<file path="config.mk">
export PLATFORM = sky130hd
export DESIGN_NAME = depth_dir_tracker
export DESIGN_NICKNAME = d
export VERILOG_FILES = /design/src/rtl/ddt_pkg.sv /design/src/rtl/ddt_view_cmp.sv /design/src/rtl/ddt_dir_next.sv /design/src/rtl/depth_dir_tracker.sv
export SDC_FILE = /design/constraint.sdc
export NUM_CORES = 1
export LEC_CHECK = 0
export ABC_AREA = 1
export ABC_CLOCK_PERIOD_IN_PS = 2500
export BUFFER_PORTS_ARGS = -buffer_cell sky130_fd_sc_hd__buf_2
export CORE_ASPECT_RATIO = 1.25
export CORE_MARGIN = 3
export CORE_UTILIZATION = 30
export DETAILED_ROUTE_END_ITERATION = 10
export PLACE_DENSITY = 0.48
export SYNTH_ARGS = -nofsm -noshare
export SYNTH_HDL_FRONTEND = slang
export SYNTH_SLANG_ARGS = --single-unit
export TNS_END_PERCENT = 20
</file>
<file path="constraint.sdc">
create_clock -name clk -period 2.5 [get_ports clk]
set_clock_uncertainty 0.15 [all_clocks]
set_input_delay 0.25 -clock clk [delete_from_list [all_inputs] [get_ports clk]]
set_output_delay 0.25 -clock clk [all_outputs]
set_load 0.03 [all_outputs]
</file>
<file path="src/rtl/ddt_pkg.sv">
package ddt_pkg;
    typedef enum logic [1:0] {
        DIR_UNKNOWN = 2'b00,
        DIR_LESS    = 2'b01,
        DIR_GREATER = 2'b10,
        DIR_INVALID = 2'b11
    } dir_e;
endpackage

</file>
<file path="src/rtl/ddt_view_cmp.sv">
module ddt_view_cmp #(
    parameter int LAYER_W = 11,
    parameter int MIP_W   = 4,
    parameter int BASE_W  = 24
) (
    input  logic [LAYER_W-1:0] cur_layer_i,
    input  logic [MIP_W-1:0]   cur_mip_i,
    input  logic [BASE_W-1:0]  cur_base_i,
    input  logic [LAYER_W-1:0] ref_layer_i,
    input  logic [MIP_W-1:0]   ref_mip_i,
    input  logic [BASE_W-1:0]  ref_base_i,
    output logic               match_o
);
    localparam int TOT_W = LAYER_W + MIP_W + BASE_W;

    logic [TOT_W-1:0] cur_flat;
    logic [TOT_W-1:0] ref_flat;
    logic [TOT_W-1:0] bit_eq;

    assign cur_flat = {cur_layer_i, cur_mip_i, cur_base_i};
    assign ref_flat = {ref_layer_i, ref_mip_i, ref_base_i};

    for (genvar g = 0; g < TOT_W; g++) begin : g_bit
        assign bit_eq[g] = ~(cur_flat[g] ^ ref_flat[g]);
    end

    assign match_o = &bit_eq;
endmodule

</file>
<file path="src/rtl/ddt_dir_next.sv">
module ddt_dir_next
    import ddt_pkg::*;
(
    input  dir_e cur_dir_i,
    input  logic cur_buf_i,
    input  logic clear_i,
    input  logic pass_start_i,
    input  logic draw_i,
    input  logic zwrite_i,
    input  logic greater_i,
    input  logic bidir_i,
    input  logic view_ok_i,
    output dir_e nxt_dir_o,
    output logic nxt_buf_o
);
    dir_e want;

    always_comb begin
        want      = greater_i ? DIR_GREATER : DIR_LESS;
        nxt_dir_o = cur_dir_i;
        nxt_buf_o = cur_buf_i;
        if (clear_i) begin
            nxt_dir_o = DIR_UNKNOWN;
            nxt_buf_o = 1'b0;
        end else if (pass_start_i) begin
            if (!view_ok_i) nxt_dir_o = DIR_INVALID;
        end else if (draw_i) begin
            if (!view_ok_i) begin
                nxt_dir_o = DIR_INVALID;
            end else if (zwrite_i && cur_dir_i != DIR_INVALID) begin
                if (cur_dir_i == DIR_UNKNOWN) begin
                    nxt_dir_o = want;
                    nxt_buf_o = greater_i;
                end else if (cur_dir_i != want) begin
                    if (bidir_i) begin
                        nxt_dir_o = want;
                        nxt_buf_o = greater_i;
                    end else begin
                        nxt_dir_o = DIR_INVALID;
                    end
                end
            end
        end
    end
endmodule

</file>
<file path="src/rtl/depth_dir_tracker.sv">
module depth_dir_tracker
    import ddt_pkg::*;
#(
    parameter int LAYER_W = 11,
    parameter int MIP_W   = 4,
    parameter int BASE_W  = 24
) (
    input  logic               clk,
    input  logic               rst_n,
    input  logic               clear_i,
    input  logic               pass_start_i,
    input  logic               draw_i,
    input  logic               zwrite_i,
    input  logic               greater_i,
    input  logic               bidir_i,
    input  logic [LAYER_W-1:0] view_layer_i,
    input  logic [MIP_W-1:0]   view_mip_i,
    input  logic [BASE_W-1:0]  view_base_i,
    output logic [1:0]         dir_o,
    output logic               enable_o,
    output logic               buf_sel_o
);
    typedef struct packed {
        dir_e               dir;
        logic               en;
        logic               bsel;
        logic [LAYER_W-1:0] layer;
        logic [MIP_W-1:0]   mip;
        logic [BASE_W-1:0]  base;
    } state_t;

    state_t st_d, st_q;
    logic   view_ok;
    dir_e   dir_nxt;
    logic   buf_nxt;

    ddt_view_cmp #(
        .LAYER_W(LAYER_W), .MIP_W(MIP_W), .BASE_W(BASE_W)
    ) u_cmp (
        .cur_layer_i(view_layer_i),
        .cur_mip_i  (view_mip_i),
        .cur_base_i (view_base_i),
        .ref_layer_i(st_q.layer),
        .ref_mip_i  (st_q.mip),
        .ref_base_i (st_q.base),
        .match_o    (view_ok)
    );

    ddt_dir_next u_next (
        .cur_dir_i   (st_q.dir),
        .cur_buf_i   (st_q.bsel),
        .clear_i     (clear_i),
        .pass_start_i(pass_start_i),
        .draw_i      (draw_i),
        .zwrite_i    (zwrite_i),
        .greater_i   (greater_i),
        .bidir_i     (bidir_i),
        .view_ok_i   (view_ok),
        .nxt_dir_o   (dir_nxt),
        .nxt_buf_o   (buf_nxt)
    );

    always_comb begin
        st_d      = st_q;
        st_d.dir  = dir_nxt;
        st_d.bsel = buf_nxt;
        st_d.en   = (dir_nxt != DIR_INVALID);
        if (clear_i) begin
            st_d.layer = view_layer_i;
            st_d.mip   = view_mip_i;
            st_d.base  = view_base_i;
        end
    end

    always_ff @(posedge clk or negedge rst_n) begin
        if (!rst_n) begin
            st_q       <= '0;
            st_q.dir   <= DIR_UNKNOWN;
            st_q.en    <= 1'b1;
        end else begin
            st_q <= st_d;
        end
    end

    assign dir_o     = st_q.dir;
    assign enable_o  = st_q.en;
    assign buf_sel_o = st_q.bsel;


    invalid_sticky_chk: assert property (@(posedge clk) disable iff (!rst_n)
        (st_q.dir == DIR_INVALID && !clear_i) |=> (st_q.dir == DIR_INVALID));


    invalid_disables_chk: assert property (@(posedge clk) disable iff (!rst_n)
        (st_q.dir == DIR_INVALID) |-> !enable_o);


    clear_resets_chk: assert property (@(posedge clk) disable iff (!rst_n)
        clear_i |=> (st_q.dir == DIR_UNKNOWN && enable_o && !buf_sel_o));


    nowrite_hold_chk: assert property (@(posedge clk) disable iff (!rst_n)
        (draw_i && !zwrite_i && view_ok && !clear_i && !pass_start_i)
        |=> $stable(st_q.dir));


    first_write_chk: assert property (@(posedge clk) disable iff (!rst_n)
        (st_q.dir == DIR_UNKNOWN && draw_i && zwrite_i && view_ok && !clear_i && !pass_start_i)
        |=> (st_q.dir == (($past(greater_i)) ? DIR_GREATER : DIR_LESS)));


    bidir_keeps_chk: assert property (@(posedge clk) disable iff (!rst_n)
        (bidir_i && draw_i && zwrite_i && view_ok && !clear_i && !pass_start_i
         && st_q.dir != DIR_INVALID) |=> enable_o);


    view_miss_chk: assert property (@(posedge clk) disable iff (!rst_n)
        (draw_i && !view_ok && !clear_i) |=> !enable_o);
endmodule

</file>
Word-level counts from Yosys, hierarchy flattened:

Index checks and enable logic that the tools add are counted.

* flip-flop bits (word level): 43
* latch bits: 0
* bits in writable memories: 0
* word-level logic and storage cells: 115
* memory bits (read-only): 0
* output and inout bits: 4
* memories: 0

* multiply operators: 0
* divide/modulo/power cells: 0
* equality and inequality tests: 4
* reduce and logical (&&, ||, !) cells: 9
* shifts and indexed selects: 0
* $lt $le $gt $ge: 0
* mux-type cells: 18
* add/sub/neg operators: 0
* bitwise operators: 78

Operators with widths (count)
* inverter 1 bit: 39
* AND reduction 39 bit: 1
* XOR 1 bit: 39
* 2-to-1 mux 2 bit: 10
* 2-to-1 mux 1 bit: 8
* != test 2 bit (second input constant): 3
* AND reduction 6 bit: 1
* nonzero test 2 bit: 3
* nonzero test 3 bit: 2
* logical NOT 2 bit: 1
* != test 2 bit: 1
* logical AND 1 bit: 1

Logic depth before layout (Yosys ltp):

Gate-level depths: netlist of run 1.

* depth after elaboration: 10
* depth in mapped cells: 12

By module:

A second synthesis of run 1 with hierarchy kept.

* cell total of the unflattened synthesis: 374
* area, all modules: 2454.9 um2

By module, submodules not included
* depth_dir_tracker: instances 1, cells an instance 172, area an instance 1589.0 um2
* ddt_view_cmp: instances 1, cells an instance 161, area an instance 695.7 um2
* ddt_dir_next: instances 1, cells an instance 41, area an instance 170.2 um2

Least setup slack after synthesis of run 1:

No wires, ideal clock.

* path type: flip-flop to flip-flop
* start: register st_q[9] (netlist bit)
* end: register st_q, in the netlist buf_sel_o
* data required time: 2.228 ns
* library setup time: 0.122 ns
* clock period less this slack: 1.402 ns
* slack: 1.098 ns
* arrival: 1.130 ns
* cell stages (with the launch flop): 9
* cells stage by stage: dfrtp_1 -> xnor2_1 -> nand2_1 -> nor2_1 -> nand2_1 -> nor2_4 -> nand4_1 -> o21ai_1 -> a21oi_1

* cells in the longest elaborated chain, start to end: 5

RTL lines
* from (decl): RTL line depth_dir_tracker.sv:32 `state_t st_d, st_q;`
* from (signal assigned): RTL line depth_dir_tracker.sv:81 `st_q <= st_d;`
* XOR 1 bit: RTL line ddt_view_cmp.sv:24 `assign bit_eq[g] = ~(cur_flat[g] ^ ref_flat[g]);`
* inverter 1 bit: RTL line ddt_view_cmp.sv:24
* AND reduction 39 bit: RTL line ddt_view_cmp.sv:27 `assign match_o = &bit_eq;`
* nonzero test 2 bit (no source line)
* AND reduction 6 bit (no source line)

No other way between the ends.
A chain may end at the register's enable or synchronous reset.

Final worst setup path of run 1:

* start: register st_q, in the netlist dir_o[1]
* end: register st_q, in the netlist dir_o[0]

* cells in the longest elaborated chain, start to end: 8

RTL lines
* != test 2 bit: RTL line ddt_dir_next.sv:34 `end else if (cur_dir_i != want) begin`
* 2-to-1 mux 2 bit: RTL line ddt_dir_next.sv:34
* 2-to-1 mux 2 bit: RTL line ddt_dir_next.sv:31 `if (cur_dir_i == DIR_UNKNOWN) begin`
* 2-to-1 mux 2 bit *: RTL line ddt_dir_next.sv:30 `end else if (zwrite_i && cur_dir_i != DIR_INVALID) begin`
* 2-to-1 mux 2 bit *: RTL line ddt_dir_next.sv:28 `if (!view_ok_i) begin`
* 2-to-1 mux 2 bit *: RTL line ddt_dir_next.sv:27 `end else if (draw_i) begin`
* 2-to-1 mux 2 bit *: RTL line ddt_dir_next.sv:25 `end else if (pass_start_i) begin`
* 2-to-1 mux 2 bit *: RTL line ddt_dir_next.sv:22 `if (clear_i) begin`
* via dir_nxt[0]: RTL line depth_dir_tracker.sv:34 `dir_e dir_nxt;`

The timed path passes the listed nets; every way through them passes the cells marked *.

==> impl_metrics.env, run 1 <==
export IMPL_status="finished, final reports clean"
export IMPL_hold_class="in -> reg"
export IMPL_tns_ns=0
export IMPL_worst_pin_slew_ns=0.611
export IMPL_grt_pass1_vias=2057
export IMPL_layout_common_cells="nand2_1, buf_2, inv_1"
export IMPL_clockBufferDepth=2
export IMPL_overflow=0
export IMPL_clock_root_buffer="clkbuf_8"
export IMPL_initial_core_util_pct=31.9
export IMPL_drv_slew=0
export IMPL_core_region_area_um2=7580
export IMPL_cts_max_level=2
export IMPL_hold_path_end="st_q[20]$_DFFE_PN0P_"
export IMPL_synth_cells=345
export IMPL_max_freq_ghz=0.644
export IMPL_fp_dieW_um=86.2
export IMPL_synth_top_area_share_pct=43.5
export IMPL_reg2reg_depth=8
export IMPL_clk_pin_slew_worst_paths_ns=0.09
export IMPL_wirelength_um=5260
export IMPL_place_hpwl_um=3940
export IMPL_avgSynthCellArea_um2=7.00
export IMPL_ioPinCount=51
export IMPL_min_delay_start="view_base_i[20]"
export IMPL_nNetsFinal=442
export IMPL_p_per_area_nw_per_um2=535
export IMPL_insertedDiodeCount=0
export IMPL_num_rows=35
export IMPL_path_max_fanout=6
export IMPL_drt_iter0_drc=71
export IMPL_fillers=849
export IMPL_drt_pass1_iter_count=4
export IMPL_yosys_top_cells_area="dfrtp_1, nand2_1, inv_1"
export IMPL_peakVddDrop_uv=255
export IMPL_yosysWarnings=0
export IMPL_hold_viol_final=0
export IMPL_end_kind="register"
export IMPL_drive_gt1_share_pct=17.4
export IMPL_finalCriticalPeriod_ns=1.55
export IMPL_antenna_found_initial=0
export IMPL_syn_to_final_growth_pct=17.7
export IMPL_num_vias=2096
export IMPL_relSlewSlack_pct=59.3
export IMPL_track_usage_pct=12.1
export IMPL_max_cap_viol_count=0
export IMPL_arrival_ns=1.59
export IMPL_die_area_um2=9160
export IMPL_drc=0
export IMPL_grt_pass1_wl_um=8870
export IMPL_startpoint_type="register"
export IMPL_cts_sinks=43
export IMPL_place_area_um2=2750
export IMPL_cts_buffers=5
export IMPL_setup_violations=0
export IMPL_fin_area_um2=2840
export IMPL_insertion_delay_ns=0.30
export IMPL_crit_required_ns=2.53
export IMPL_utilization_pct=37.5
export IMPL_io_buffers=50
export IMPL_post_route_period_util_pct=62.1
export IMPL_cts_tree="built"
export IMPL_synth_cell_types=21
export IMPL_p_leak_nw=1.59
export IMPL_dp_cells=479
export IMPL_drt_wirelength_per_cell_um=10.8
export IMPL_via_per_inst=4.30
export IMPL_syn_nets=392
export IMPL_grt_start_max_net_pins=60
export IMPL_grt_setup_unrepaired="no"
export IMPL_whs_path_depth=3
export IMPL_ys_seq_area_share_pct=44.6
export IMPL_r2r_slack_ns=0.95
export IMPL_stdcell_count=488
export IMPL_cts_resized_gates=0
export IMPL_criticalPathCategory="reg -> reg"
export IMPL_finalWeightedCongestion=0.714
export IMPL_die_h_um=106
export IMPL_syn_cell_area_um2=2410
export IMPL_rr_startpoint="dir_o[1]$_DFF_PN0_"
export IMPL_ys_seq_elements=43
export IMPL_mostFrequentLayoutCell="nand2_1"
export IMPL_yosysTopAreaCell="dfrtp_1"
export IMPL_r2r_end="dir_o[0]$_DFF_PN0_"
export IMPL_drtAntennaViolNets=0
export IMPL_whs_ns=0.0178
-- report_power, final --
part	leakage, nW	switching, W	internal (W)
combinational	1.03	0.000168	0.000118
sequential	0.523	0.0000362	0.000755
clock	0.0395	0.000244	0.000199
-- cell families (layout without fill, tap and decap cells) --
| group | after synthesis | count (layout) | synth area share, % |
|---|---|---|---|
| compound gates | 28 | 28 | 6.38 |
| xor+xnor | 19 | 19 | 6.89 |
| buf+inv | 60 | 111 | 9.80 |
| flops | 43 | 43 | 44.6 |
| simple gates | 195 | 195 | 32.3 |
-- how the worst max path moves through the flow --
stage / startpoint / endpoint / slack [ns] / depth (start not counted)
finish: dir_o[1]$_DFF_PN0_ / dir_o[0]$_DFF_PN0_ / 0.95 / 8
global route: st_q[4]$_DFFE_PN0P_ / buf_sel_o$_DFFE_PN0P_ / 0.81 / 8
CTS: st_q[4]$_DFFE_PN0P_ / buf_sel_o$_DFFE_PN0P_ / 0.91 / 8
detailed placement: st_q[4]$_DFFE_PN0P_ / buf_sel_o$_DFFE_PN0P_ / 0.93 / 8
global placement: st_q[16]$_DFFE_PN0P_ / buf_sel_o$_DFFE_PN0P_ / 0.97 / 10
floorplan: st_q[9]$_DFFE_PN0P_ / buf_sel_o$_DFFE_PN0P_ / 1.10 / 8
-- sequential cells by signal, summed over array words and instances (netlist names) --
register	cells
buf_sel_o	1
dir_o	2
st_q	39
enable_o	1
-- layout make-up --
class | instances | area, µm² | area share, %
Tap cell | 92 | 115 | 4.05
Timing Repair Buffer | 54 | 283 | 9.96
Clock buffer | 8 | 80.1 | 2.82
Multi-Input combinational cell | 242 | 1100 | 38.7
Sequential cell | 43 | 1080 | 37.9
Inverter | 49 | 185 | 6.52
-- worst max-delay path: stages (launching register included) --
cell,delay [ns]
dfrtp_1,0.47
a21oi_2,0.22
nand2_1,0.09
nand2_1,0.07
o21ai_1,0.06
nor2_1,0.12
nand4_1,0.11
nand2_1,0.09
a21oi_2,0.06
-- synth_stat cells, drive strengths merged --
cell / count
clkinv: 1
clkbuf: 7
dfrtp: 42
nand3: 1
xor2: 9
xnor2: 10
inv: 48
o21ai: 22
dfstp: 1
nand4: 6
a21oi: 5
nor2: 19
buf: 4
o211ai: 1
nand2: 169
-- timing repair --
item | 4_1_cts | 5_1_grt
endpoints found under the hold margin | 23 | 0
hold buffers | 1 | 0
setup buffers | 0 | 0
-- per-layer routing --
layer / vias up / wire length (µm) / global-route usage (%)
met2: 44 / 2490 / 21.3
met1: 925 / 2450 / 14.3
li1: 1119 / - / -
met4: 0 / 46 / 3.67
met3: 8 / 278 / 2.79
met5: - / 0 / 0
-- per-stage QoR --
| stage | power [W] | setup slack [ns] |
|---|---|---|
| after global routing | 0.00162 | 0.806 |
| after CTS | 0.00155 | 0.910 |
| after floorplan | 0.000990 | 1.10 |
| after detailed placement | 0.00110 | 0.926 |
| after global placement | 0.00109 | 0.967 |
| final | 0.00152 | 0.948 |
Power figures use the tool's default switching activity.
==> inputs of run 2 (changes only) <==
Settings changed: ABC_CLOCK_PERIOD_IN_PS 2500 to 1350, PLACE_DENSITY 0.48 to 0.5.
Clock period 2.5 ns to 1.35 ns, I/O delays scaled along.
==> run 2 against run 1 <==
  * Wire length is 11% higher
  * The run now ends with hold timing, setup timing left
  * Register-to-register slack worse by 1.2 ns
  * Clock-buffer cell count stayed put
  * Via count is 13% higher
==> impl_metrics.env, run 2 (synthesis gave the netlist of run 1 again) <==
export IMPL_p_leak_nw=1.93
export IMPL_end_kind="register"
export IMPL_finalCriticalPeriod_ns=1.62
export IMPL_track_usage_pct=13.5
export IMPL_peakVddDrop_uv=542
export IMPL_drive_gt1_share_pct=23.8
export IMPL_whs_ns=-0.00379
export IMPL_r2r_slack_ns=-0.27
export IMPL_post_route_period_util_pct=120
export IMPL_finalWeightedCongestion=0.738
export IMPL_cts_tree="built"
export IMPL_max_cap_viol_count=0
export IMPL_drt_wirelength_per_cell_um=10.5
export IMPL_p_per_area_nw_per_um2=884
export IMPL_num_vias=2362
export IMPL_syn_to_final_growth_pct=46.3
export IMPL_cts_sinks=43
export IMPL_largest_register="st_q"
export IMPL_reg2reg_depth=8
export IMPL_hold_class="in -> reg"
export IMPL_die_area_um2=9160
export IMPL_grt_pass1_vias=2369
export IMPL_drv_slew=0
export IMPL_drtAntennaViolNets=0
export IMPL_place_area_um2=2970
export IMPL_hold_path_end="buf_sel_o$_DFFE_PN0P_"
export IMPL_power_w=0.00312
export IMPL_setup_violations=4
export IMPL_insertion_delay_ns=0.29
export IMPL_min_delay_start="greater_i"
export IMPL_path_max_fanout=5
export IMPL_utilization_pct=46.6
export IMPL_drt_pass1_iter_count=4
export IMPL_overflow=0
export IMPL_largest_reg_flops=39
export IMPL_whs_path_depth=3
export IMPL_ioPinCount=51
export IMPL_via_per_inst=4.23
export IMPL_num_rows=35
export IMPL_arrival_ns=1.65
export IMPL_antenna_found_initial=1
export IMPL_nNetsFinal=513
export IMPL_initial_core_util_pct=31.9
export IMPL_die_h_um=106
export IMPL_grt_start_max_net_pins=28
export IMPL_layout_common_cells="nand2_1, buf_2, inv_1"
export IMPL_drt_iter0_drc=34
export IMPL_drc=0
export IMPL_criticalPathCategory="reg -> reg"
export IMPL_insertedDiodeCount=0
export IMPL_grt_setup_unrepaired="yes"
export IMPL_rr_startpoint="st_q[4]$_DFFE_PN0P_"
export IMPL_fin_area_um2=3530
export IMPL_layout_setup_ws_ns=-0.270
export IMPL_grt_pass1_wl_um=10100
export IMPL_clockBufferDepth=2
export IMPL_core_region_area_um2=7580
export IMPL_clock_root_buffer="clkbuf_8"
export IMPL_place_hpwl_um=4210
export IMPL_violations="hold timing, setup timing"
export IMPL_crit_required_ns=1.38
export IMPL_status="complete, but fails checks"
export IMPL_fp_dieW_um=86.2
export IMPL_r2r_end="buf_sel_o$_DFFE_PN0P_"
export IMPL_max_freq_ghz=0.617
export IMPL_cts_max_level=2
export IMPL_startpoint_type="register"
export IMPL_clk_pin_slew_worst_paths_ns=0.08
export IMPL_cts_buffers=5
export IMPL_worst_pin_slew_ns=0.364
export IMPL_hold_viol_final=1
export IMPL_mostFrequentLayoutCell="nand2_1"
export IMPL_relSlewSlack_pct=75.8
export IMPL_wirelength_um=5850
export IMPL_io_buffers=50
## run 2: changes by cell type in the layout (fill, tap and decap cells not counted), sizes merged
cell,delta
dlygate4sd3,+40
buf,+31
## run 2: worst max-delay path, stage by stage, from the launching register on
cell	delay [ns]
dfrtp_1	0.41
xnor2_2	0.15
nand2_1	0.06
nor2_1	0.12
nand2_1	0.10
nor2_4	0.16
nand4_1	0.15
o21ai_2	0.16
a21oi_1	0.05
## run 2: power breakdown
part	internal, W	switching, W
clock	0.000468	0.000440
combinational	0.000393	0.000357
sequential	0.00140	0.0000672
## run 2: worst max-delay path by stage
stage / to / from / slack, ns
floorplan: buf_sel_o$_DFFE_PN0P_ / st_q[9]$_DFFE_PN0P_ / -0.05
global placement: buf_sel_o$_DFFE_PN0P_ / st_q[4]$_DFFE_PN0P_ / -0.20
detailed placement: buf_sel_o$_DFFE_PN0P_ / st_q[4]$_DFFE_PN0P_ / -0.22
CTS: buf_sel_o$_DFFE_PN0P_ / st_q[4]$_DFFE_PN0P_ / -0.21
global route: buf_sel_o$_DFFE_PN0P_ / st_q[7]$_DFFE_PN0P_ / -0.42
finish: buf_sel_o$_DFFE_PN0P_ / st_q[4]$_DFFE_PN0P_ / -0.27
## run 2: layer usage
metal,vias up,GRT usage (%),wire [µm]
met5,-,0,7
met3,7,3.57,272
met2,38,23.5,2870
met1,1045,16.6,2660
li1,1270,-,-
met4,2,2.67,36
## run 2: final cells by class
cell class | count | area (µm²)
timing repair buffer | 125 | 935
fill | 796 | 4040
clock buffer | 8 | 100
multi-input combinational | 242 | 1120
sequential | 43 | 1080
tap | 92 | 115
inverter | 49 | 185
## run 2: through the flow
step                      setup TNS (ns)  worst slack [ns]  instances
after global routing               -1.30            -0.419        559
final                             -0.785            -0.270        559
after global placement            -0.686            -0.197        507
after floorplan                  -0.0523           -0.0523        345
after detailed placement          -0.754            -0.224        507
after CTS                         -0.706            -0.206        556
## run 2: timing repair
item                                   in CTS  in global routing
gates resized for setup                     2                  9
hold buffers                               41                  0
setup endpoints to repair                   4                  5
setup buffers                               0                  3
endpoints found under the hold margin      84                  0
pin swaps                                   1                 12
